==> config.mk <==
export PLATFORM = sky130hd
export DESIGN_NAME = xlat_buffer
export DESIGN_NICKNAME = d
export VERILOG_FILES = /design/src/rtl/xlat_pkg.sv /design/src/rtl/xlat_entry.sv /design/src/rtl/xlat_prio_sel.sv /design/src/rtl/xlat_buffer.sv
export SDC_FILE = /design/constraint.sdc
export NUM_CORES = 1
export LEC_CHECK = 0
export BUFFER_PORTS_ARGS = -buffer_cell sky130_fd_sc_hd__buf_2
export CAP_MARGIN = 20
export CORE_MARGIN = 10
export CORE_UTILIZATION = 55
export DETAILED_ROUTE_END_ITERATION = 10
export GPL_ROUTABILITY_DRIVEN = 0
export PLACE_DENSITY = 0.74
export SLEW_MARGIN = 15
export SYNTH_ARGS = -nofsm -noshare
export SYNTH_HDL_FRONTEND = slang
export SYNTH_HIERARCHICAL = 1
export SYNTH_SLANG_ARGS = --single-unit
==> constraint.sdc <==
create_clock -name clk -period 4 [get_ports clk]
set_input_delay 0.6 -clock clk [delete_from_list [all_inputs] [get_ports clk]]
set_output_delay 0.6 -clock clk [all_outputs]
set_load 0.01 [all_outputs]
==> src/rtl/xlat_pkg.sv <==
// Shared definitions for the translation buffer.
// Assumes: permission is a single bit, read-only versus read/write.
package xlat_pkg;
    typedef enum logic {
        ACC_RD_ONLY = 1'b0,
        ACC_RD_WR   = 1'b1
    } acc_perm_e;

    // True when a write to a page with this permission may complete.
    function automatic logic write_allowed(input acc_perm_e p);
        return (p == ACC_RD_WR);
    endfunction
endpackage

==> src/rtl/xlat_entry.sv <==
// One translation slot: storage plus its own tag comparator.
// Assumes: flush outranks refill, which outranks a status update.
module xlat_entry
    import xlat_pkg::*;
#(
    parameter int VPN_W  = 20,
    parameter int PFN_W  = 20,
    parameter int ASID_W = 8
) (
    input  logic              clk,
    input  logic              rst_n,
    input  logic              flush,
    input  logic              fill_we,
    input  logic [VPN_W-1:0]  fill_vpn,
    input  logic [ASID_W-1:0] fill_asid,
    input  logic [PFN_W-1:0]  fill_pfn,
    input  acc_perm_e         fill_perm,
    input  logic [VPN_W-1:0]  look_vpn,
    input  logic [ASID_W-1:0] look_asid,
    input  logic              touch,
    input  logic              mark_dirty,
    output logic              match,
    output logic [PFN_W-1:0]  e_pfn,
    output acc_perm_e         e_perm,
    output logic              e_ref,
    output logic              e_dirty
);
    logic              valid_q;
    logic [VPN_W-1:0]  vpn_q;
    logic [ASID_W-1:0] asid_q;

    // Valid bit: cleared by reset or flush, set by refill.
    always_ff @(posedge clk) begin
        if (!rst_n || flush) valid_q <= 1'b0;
        else if (fill_we)    valid_q <= 1'b1;
    end

    // Translation fields: loaded whole by a refill.
    always_ff @(posedge clk) begin
        if (!rst_n) begin
            vpn_q  <= '0;
            asid_q <= '0;
            e_pfn  <= '0;
            e_perm <= ACC_RD_ONLY;
        end else if (fill_we && !flush) begin
            vpn_q  <= fill_vpn;
            asid_q <= fill_asid;
            e_pfn  <= fill_pfn;
            e_perm <= fill_perm;
        end
    end

    // Status bits: cleared by refill, set by permitted accesses.
    always_ff @(posedge clk) begin
        if (!rst_n) begin
            e_ref   <= 1'b0;
            e_dirty <= 1'b0;
        end else if (fill_we && !flush) begin
            e_ref   <= 1'b0;
            e_dirty <= 1'b0;
        end else begin
            if (touch)      e_ref   <= 1'b1;
            if (mark_dirty) e_dirty <= 1'b1;
        end
    end

    // Parallel comparison against the presented page and identifier.
    always_comb match = valid_q && (vpn_q == look_vpn) && (asid_q == look_asid);
endmodule

==> src/rtl/xlat_prio_sel.sv <==
// Reduces a match vector to a one-hot grant, the lowest index winning.
// Assumes: N >= 1.
module xlat_prio_sel #(
    parameter int N = 8
) (
    input  logic [N-1:0] req,
    output logic [N-1:0] grant,
    output logic         any
);
    // Keep only the lowest set request bit.
    always_comb begin
        logic seen;
        seen  = 1'b0;
        grant = '0;
        for (int i = 0; i < N; i++) begin
            if (req[i] && !seen) begin
                grant[i] = 1'b1;
                seen     = 1'b1;
            end
        end
        any = seen;
    end
endmodule

==> src/rtl/xlat_buffer.sv <==
// Fully associative page translation buffer with protection and use/modified
// tracking. Lookup results are combinational; status updates, refills and
// flushes take effect at the clock edge.
// Assumes: pages of 2**PAGE_BITS bytes, ENTRIES >= 2.
module xlat_buffer
    import xlat_pkg::*;
#(
    parameter int ENTRIES   = 8,
    parameter int VA_W      = 32,
    parameter int PA_W      = 32,
    parameter int ASID_W    = 8,
    parameter int PAGE_BITS = 12,
    localparam int VPN_W    = VA_W - PAGE_BITS,
    localparam int PFN_W    = PA_W - PAGE_BITS,
    localparam int IDX_W    = (ENTRIES > 1) ? $clog2(ENTRIES) : 1
) (
    input  logic              clk,
    input  logic              rst_n,
    input  logic              flush,
    input  logic              lk_valid,
    input  logic [VA_W-1:0]   lk_vaddr,
    input  logic [ASID_W-1:0] lk_asid,
    input  logic              lk_write,
    input  logic              fill_en,
    input  logic [IDX_W-1:0]  fill_idx,
    input  logic [VPN_W-1:0]  fill_vpn,
    input  logic [ASID_W-1:0] fill_asid,
    input  logic [PFN_W-1:0]  fill_pfn,
    input  logic              fill_perm,
    output logic [PA_W-1:0]   pa_out,
    output logic              hit,
    output logic              miss,
    output logic              violation,
    output logic              hit_ref,
    output logic              hit_dirty
);
    logic [VPN_W-1:0]   look_vpn;
    logic [ENTRIES-1:0] match_vec;
    logic [ENTRIES-1:0] grant_vec;
    logic               any_match;
    logic [PFN_W-1:0]   pfn_arr [ENTRIES];
    acc_perm_e          perm_arr [ENTRIES];
    logic [ENTRIES-1:0] ref_vec;
    logic [ENTRIES-1:0] dirty_vec;
    logic [PFN_W-1:0]   sel_pfn;
    acc_perm_e          sel_perm;
    logic               sel_ref;
    logic               sel_dirty;
    logic               allowed;
    acc_perm_e          fill_perm_e;

    // Split the page number off the incoming address.
    always_comb look_vpn = lk_vaddr[VA_W-1:PAGE_BITS];
    // Map the refill permission bit onto the shared type.
    always_comb fill_perm_e = fill_perm ? ACC_RD_WR : ACC_RD_ONLY;

    for (genvar i = 0; i < ENTRIES; i++) begin : g_slot
        logic we;
        logic touch;
        logic mdirty;
        // Slot-local strobes: refill decode and status updates.
        always_comb begin
            we     = fill_en && (fill_idx == IDX_W'(i));
            touch  = grant_vec[i] && allowed;
            mdirty = grant_vec[i] && allowed && lk_write;
        end

        xlat_entry #(
            .VPN_W  (VPN_W),
            .PFN_W  (PFN_W),
            .ASID_W (ASID_W)
        ) u_entry (
            .clk        (clk),
            .rst_n      (rst_n),
            .flush      (flush),
            .fill_we    (we),
            .fill_vpn   (fill_vpn),
            .fill_asid  (fill_asid),
            .fill_pfn   (fill_pfn),
            .fill_perm  (fill_perm_e),
            .look_vpn   (look_vpn),
            .look_asid  (lk_asid),
            .touch      (touch),
            .mark_dirty (mdirty),
            .match      (match_vec[i]),
            .e_pfn      (pfn_arr[i]),
            .e_perm     (perm_arr[i]),
            .e_ref      (ref_vec[i]),
            .e_dirty    (dirty_vec[i])
        );
    end

    xlat_prio_sel #(
        .N (ENTRIES)
    ) u_sel (
        .req   (match_vec),
        .grant (grant_vec),
        .any   (any_match)
    );

    // AND-OR multiplexer driven by the one-hot grant.
    always_comb begin
        sel_pfn   = '0;
        sel_perm  = ACC_RD_ONLY;
        sel_ref   = 1'b0;
        sel_dirty = 1'b0;
        for (int i = 0; i < ENTRIES; i++) begin
            if (grant_vec[i]) begin
                sel_pfn   = sel_pfn | pfn_arr[i];
                sel_perm  = perm_arr[i];
                sel_ref   = sel_ref | ref_vec[i];
                sel_dirty = sel_dirty | dirty_vec[i];
            end
        end
    end

    // Result flags and protection decision.
    always_comb begin
        hit       = lk_valid && any_match;
        miss      = lk_valid && !any_match;
        violation = hit && lk_write && !write_allowed(sel_perm);
        allowed   = hit && !violation;
        hit_ref   = hit && sel_ref;
        hit_dirty = hit && sel_dirty;
    end

    // Physical address: frame number joined to the untranslated offset.
    always_comb begin
        if (hit) pa_out = {sel_pfn, lk_vaddr[PAGE_BITS-1:0]};
        else     pa_out = '0;
    end
endmodule

# Word level (Yosys, flattened, before mapping)
# Cells that the tools add are included.
# word_totals
input_bits	98
register_bits	416
# op_classes
eq_ne	23
bitwise	22
n_mux	49
n_reduce_logical	84
# ops
op	count
$eq A20 B20 Y1	8
$mux W20	8
$or A20 B20 Y20	7
$eq A8 B8 Y1	8
$logic_and A1 B1 Y1	62
$mux W1	40
$mux W32	1
$reduce_or A2 Y1	8
$or A1 B1 Y1	14
$eq A3 B3 Y1 const B	4
$logic_not A1 Y1	12
$eq A3 B2 Y1 const B	2
$eq A3 B1 Y1 const B	1
$logic_not A3 Y1	1
$logic_or A1 B1 Y1	1
$not A1 Y1	1

# Depth between registers and ports, before layout
# logic_depth
depth_word	32
mapped_depth	14

# Hierarchy
# The synthesis kept the hierarchy.
# by_module_without_submodules
mod	area_each_um2	n_inst	cells_each
xlat_entry	2215.9	8	262
xlat_buffer	1505.2	1	224
xlat_prio_sel	96.3	1	12

# Least setup slack after synthesis
# Ideal clock, no wire load.
# synth_path
path_type	input-to-output
startpoint	input lk_vaddr[25]
endpoint	output violation
stages	11
t_required_ns	3.400
setup_slack_ns	0.697
t_arrival_ns	2.703
n_path_buf	1
path_cell_list	xor2_1 -> nor4_2 -> nand3_1 -> nor4_2 -> nor4_4 -> and2_2 -> buf_6 -> a21oi_2 -> a21oi_2 -> a211o_1 -> a21oi_1
# synth_rtl
element	line_no	text
start, declared	xlat_buffer.sv:21	input logic [VA_W-1:0] lk_vaddr,
$eq A20 B20 Y1 (*)	xlat_entry.sv:68	always_comb match = valid_q && (vpn_q == look_vpn) && (asid_q == look_asid);
$logic_and A1 B1 Y1 (*) (2 in series)	xlat_entry.sv:68	
net match_vec[0]	xlat_buffer.sv:38	logic [ENTRIES-1:0] match_vec;
$mux W1 (*)	xlat_prio_sel.sv:16	if (req[i] && !seen) begin
$logic_not A1 Y1	xlat_prio_sel.sv:16	
$logic_and A1 B1 Y1	xlat_prio_sel.sv:16	
$mux W1 (*)	xlat_prio_sel.sv:16	
$logic_not A1 Y1	xlat_prio_sel.sv:16	
[4 not listed]	n/a	
$mux W1 (*)	xlat_prio_sel.sv:16	
$logic_not A1 Y1 (*)	xlat_prio_sel.sv:16	
$logic_and A1 B1 Y1 (*)	xlat_prio_sel.sv:16	
$mux W1 (*)	xlat_prio_sel.sv:16	
net grant_vec[4]	xlat_buffer.sv:39	logic [ENTRIES-1:0] grant_vec;
$mux W1 (*) (4 in series)	xlat_buffer.sv:108	if (grant_vec[i]) begin
$logic_not A1 Y1 (*)	xlat_buffer.sv:121	violation = hit && lk_write && !write_allowed(sel_perm);
$logic_and A1 B1 Y1 (*)	xlat_buffer.sv:121	
end, declared	xlat_buffer.sv:33	output logic violation,
# The timed path passes the listed nets; every way through them passes the cells marked *.

# Worst setup path in the final report
# layout_path
startpoint	register g_slot[1].u_entry.asid_q[5]
endpoint	output violation
# layout_rtl
element	line_no	text
start, declared	xlat_entry.sv:30	logic [ASID_W-1:0] asid_q;
start signal, assigned	xlat_entry.sv:47	asid_q <= fill_asid;
$eq A8 B8 Y1 (*)	xlat_entry.sv:68	
$logic_and A1 B1 Y1 (*)	xlat_entry.sv:68	
net match_vec[1]	xlat_buffer.sv:38	
$logic_and A1 B1 Y1 (*)	xlat_prio_sel.sv:16	
$mux W1 (*)	xlat_prio_sel.sv:16	
$logic_not A1 Y1	xlat_prio_sel.sv:16	
$logic_and A1 B1 Y1	xlat_prio_sel.sv:16	
$mux W1 (*)	xlat_prio_sel.sv:16	
[5 not listed]	n/a	
$mux W1 (*)	xlat_prio_sel.sv:16	
$logic_not A1 Y1 (*)	xlat_prio_sel.sv:16	
$logic_and A1 B1 Y1 (*)	xlat_prio_sel.sv:16	
$mux W1 (*)	xlat_prio_sel.sv:16	
net grant_vec[5]	xlat_buffer.sv:39	
$mux W1 (*) (3 in series)	xlat_buffer.sv:108	
$logic_not A1 Y1 (*)	xlat_buffer.sv:121	
$logic_and A1 B1 Y1 (*)	xlat_buffer.sv:121	
# Marks and branches as above.

==> impl_metrics.ini <==
[logic_synthesis]
synth_edf_count = 0
synth_area_per_cell_sq_um = 8.288
ys_ff_latch = 416
mappedNetlistArea_sq_um = 19330
netlist_instances = 2332
synth-async-reset-ratio_pct = 0
dominant_combinational_cell_family_by_area_after_synthesis = simple AND/OR/NAND/NOR gates
synth_xor_xnor_area_share_pct = 10.15
mappedNetlistNets = 2430
simple_logic_cell_fraction_of_the_synthesized_area_pct = 22.16
synth_adder_area_share_pct = 0
synthesis.yosys.warnings = 6
synth_sequential_area_ratio_pct = 43.09
synth-compound-area-share_pct = 20.46
synth-main-ff-cell = sky130_fd_sc_hd__dfxtp_1
muxShareOfSynthArea_pct = 0
synthDistinctLibCells = 41

[layout]
post-route-cell-area_sq_um = 22430
synthToLayoutAreaGrowth_pct = 16.03
fin_nets = 2549
drive_above_1_share_pct = 15.92

[timing]
tns_ns = -0.6116
worst_clock_skew_ns = 0.01904
hold_violations = 0
layout_min_cycle_time_ns = 4.096
slew_headroom_pct = 32.05
final-setup-viol-count = 17
max_slew.worst_pin.slew_ns = 1.019
setup_repair_after_global_routing_missed_its_margin = yes
fmaxAchievable_mhz = 244.1
report.final.slew_viol_count = 0
timing.final.crit_share_pct = 102.4
layout_setup_ws_ns = -0.09636

[detailed_routing]
drt_drc_violations_left = 0
routed_via_density = 5.748
detailroute.via_count = 16890
drt_iter0_markers = 1639
drtPass1Iterations = 6
totalWireLength_um = 59110
final_antenna_net_count = 0
avgRoutedWirePerCell_um = 20.12

[clock_network]
clkSlewWorstSetupHoldPaths_ns = 0.06
worstSkewPairLatency_ns = 0.55
cts.root.buffer_cell = sky130_fd_sc_hd__clkbuf_16
cts_buffer_depth = 3
clock_tree_from_tritoncts = yes
htreeDepth = 2
cts_inserted_buffers = 44
clkSinkCount = 416

[place]
port-buffer-count = 134
dpl_worst_slack_ns = -0.1667
detailed_place_hpwl_um = 37540
placed_cell_area_sq_um = 20640

[critical_path]
critical_path_arrival_ns = 3.50
timing.setup.critical_path_class = reg2out
setup.worst_path.end_class = output port
critical_path_required_ns = 3.40
worstSetupStartpointType = flip-flop
critical_path_peak_fanout = 4

[die]
die_y_um = 207.5
floorplan.initialDensity_pct = 55.82
die_w_um = 207.5
core.rowCount = 68
boundaryPins = 135
dieArea_sq_um = 43040
floorplan_core_area_sq_um = 34630

[global_routing]
pin_count_of_the_biggest_net_entering_global_routing = 158
first_global_vias = 16560
grt_remaining_overflow = 0
antenna_violations_before_repair = 9
grtUsageTotal_pct = 25.84
wire_length_of_the_first_global_routing_pass_um = 91670

[run_status]
run_status = complete, but fails checks
violations = negative setup slack

[min_path]
hold_path_class = in2reg

[power]
power.ir.vdd_worst_v = 0.0003543
totalPowerFinal_mw = 8.773
power.density_nw_per_um2 = 391.2
static-leakage-power_nw = 8.166

[flow_run]
cap_violations = 0
[timing repair]
action,CTS,global route
gates resized for setup,35,26
pin swaps,12,8
cloned,0,1
endpoints found under the setup margin,23,23
hold buffers,0,0
buffers inserted,2,1
[placed cells by master (no fill, tap or decap), drive strengths merged, types with 2 or more instances in the layout]
cell type	netlist	final
nand2	813	813
dfxtp	416	416
a21boi	393	393
buf	105	229
xor2	152	152
a22oi	88	88
xnor2	72	72
clkbuf	53	69
nor2	50	50
nor4	42	42
nand4	24	24
a41oi	22	22
a21oi	19	19
and3	13	13
nor3	13	13
nand2b	12	12
nor3b	10	10
nand3	9	9
and2b	9	9
clkinv	0	7
nor2b	4	4
inv	3	3
diode	0	2
clkinvlp	0	2
o21ai	2	2
a31oi	2	2
[state kept, by name, summed over array words and instances (netlist names)]
name,flops
g_slot.u_entry/valid_q,8
g_slot.u_entry/e_perm,8
g_slot.u_entry/e_ref,8
g_slot.u_entry/e_dirty,8
g_slot.u_entry/vpn_q,160
g_slot.u_entry/asid_q,64
g_slot.u_entry/e_pfn,160
[cell usage after synthesis (12+ instances only)]
| cell type | number | share of area [%] |
|---|---|---|
| sky130_fd_sc_hd__xnor2_1 | 72 | 3.3 |
| sky130_fd_sc_hd__dfxtp_1 | 416 | 43 |
| sky130_fd_sc_hd__buf_4 | 18 | 0.70 |
| sky130_fd_sc_hd__nor4_2 | 16 | 1.0 |
| sky130_fd_sc_hd__a22oi_1 | 88 | 3.4 |
| sky130_fd_sc_hd__a21boi_1 | 392 | 15 |
| sky130_fd_sc_hd__nand2b_1 | 12 | 0.39 |
| sky130_fd_sc_hd__nor2_1 | 49 | 0.95 |
| sky130_fd_sc_hd__nand4_1 | 24 | 0.78 |
| sky130_fd_sc_hd__nand2_1 | 813 | 16 |
| sky130_fd_sc_hd__clkbuf_1 | 53 | 1.0 |
| sky130_fd_sc_hd__a21oi_1 | 16 | 0.41 |
| sky130_fd_sc_hd__buf_2 | 84 | 2.2 |
| sky130_fd_sc_hd__nor4_1 | 25 | 0.81 |
| sky130_fd_sc_hd__a41oi_1 | 22 | 1.0 |
| sky130_fd_sc_hd__and3_1 | 13 | 0.42 |
| sky130_fd_sc_hd__xor2_1 | 152 | 6.9 |
[worst paths after layout]
check / startpoint / to / slack (ns) / cells past startpoint
worst max-delay path: g_slot[1].u_entry/asid_q[5] / violation / -0.1 / 15
worst min-delay path: fill_pfn[17] / g_slot[1].u_entry/e_pfn[17] / 0.36 / 3
worst max register to register: g_slot[1].u_entry/asid_q[5] / g_slot[1].u_entry/e_dirty / 0.68 / 15
worst min register to register: g_slot[0].u_entry/e_pfn[5] / g_slot[0].u_entry/e_pfn[5] / 0.45 / 2
[cell type report]
class / instances / area, sq um
fill: 2837 / 12200
clock buffer: 67 / 1340
clock inverter: 9 / 61.31
timing repair buffer: 231 / 1551
tap: 455 / 569.3
inverter: 3 / 11.26
antenna: 2 / 5.005
sequential: 416 / 8332
multi-input combinational: 1755 / 10560
[routing by layer]
| layer | global-route usage [%] | routed length (um) | vias up |
|---|---|---|---|
| met5 | 0 | 110 | - |
| met3 | 4.949 | 4696 | 142 |
| met2 | 43.54 | 28230 | 638 |
| li1 | - | - | 7997 |
| met1 | 32.74 | 24420 | 8094 |
| met4 | 7.727 | 1652 | 16 |
[power by group]
part	switching, mW	internal (mW)	total (mW)
registers	0.0332	4.19	4.23
logic	0.359	0.226	0.585
clock network	1.66	2.30	3.96
[stage by stage]
stage / hold slack [ns] / utilization (%) / std cells
floorplan: 0.4308 / - / 2332
global placement: 0.4401 / 59.60 / 2856
detailed placement: 0.4453 / 59.60 / 2856
CTS: 0.3512 / 64.25 / 2934
global route: 0.3609 / 64.76 / 2937
finish: 0.3618 / 64.76 / 2938
[kinds of logic after synthesis]
family / count (synthesis)
AOI/OAI and AO/OA: 527
xor gates and xnor gates: 224
buffers and inverters: 161
DFF: 416
and+or+nand+nor: 1004
[critical path, cell delays in order (launching register included)]
cell and delay, ns:
sky130_fd_sc_hd__dfxtp_2 0.32, sky130_fd_sc_hd__xor2_1 0.16, sky130_fd_sc_hd__nor4_2 0.39, sky130_fd_sc_hd__buf_4 0.17
sky130_fd_sc_hd__nand4_1 0.18, sky130_fd_sc_hd__nor4_4 0.27, sky130_fd_sc_hd__buf_4 0.19, sky130_fd_sc_hd__nor4_4 0.05
sky130_fd_sc_hd__buf_4 0.14, sky130_fd_sc_hd__and3b_2 0.24, sky130_fd_sc_hd__buf_6 0.14, sky130_fd_sc_hd__and2b_1 0.17
sky130_fd_sc_hd__a21oi_2 0.14, sky130_fd_sc_hd__a211o_1 0.17, sky130_fd_sc_hd__a21oi_2 0.07, sky130_fd_sc_hd__buf_2 0.15
No activity file was read; power rests on OpenSTA's default activity.
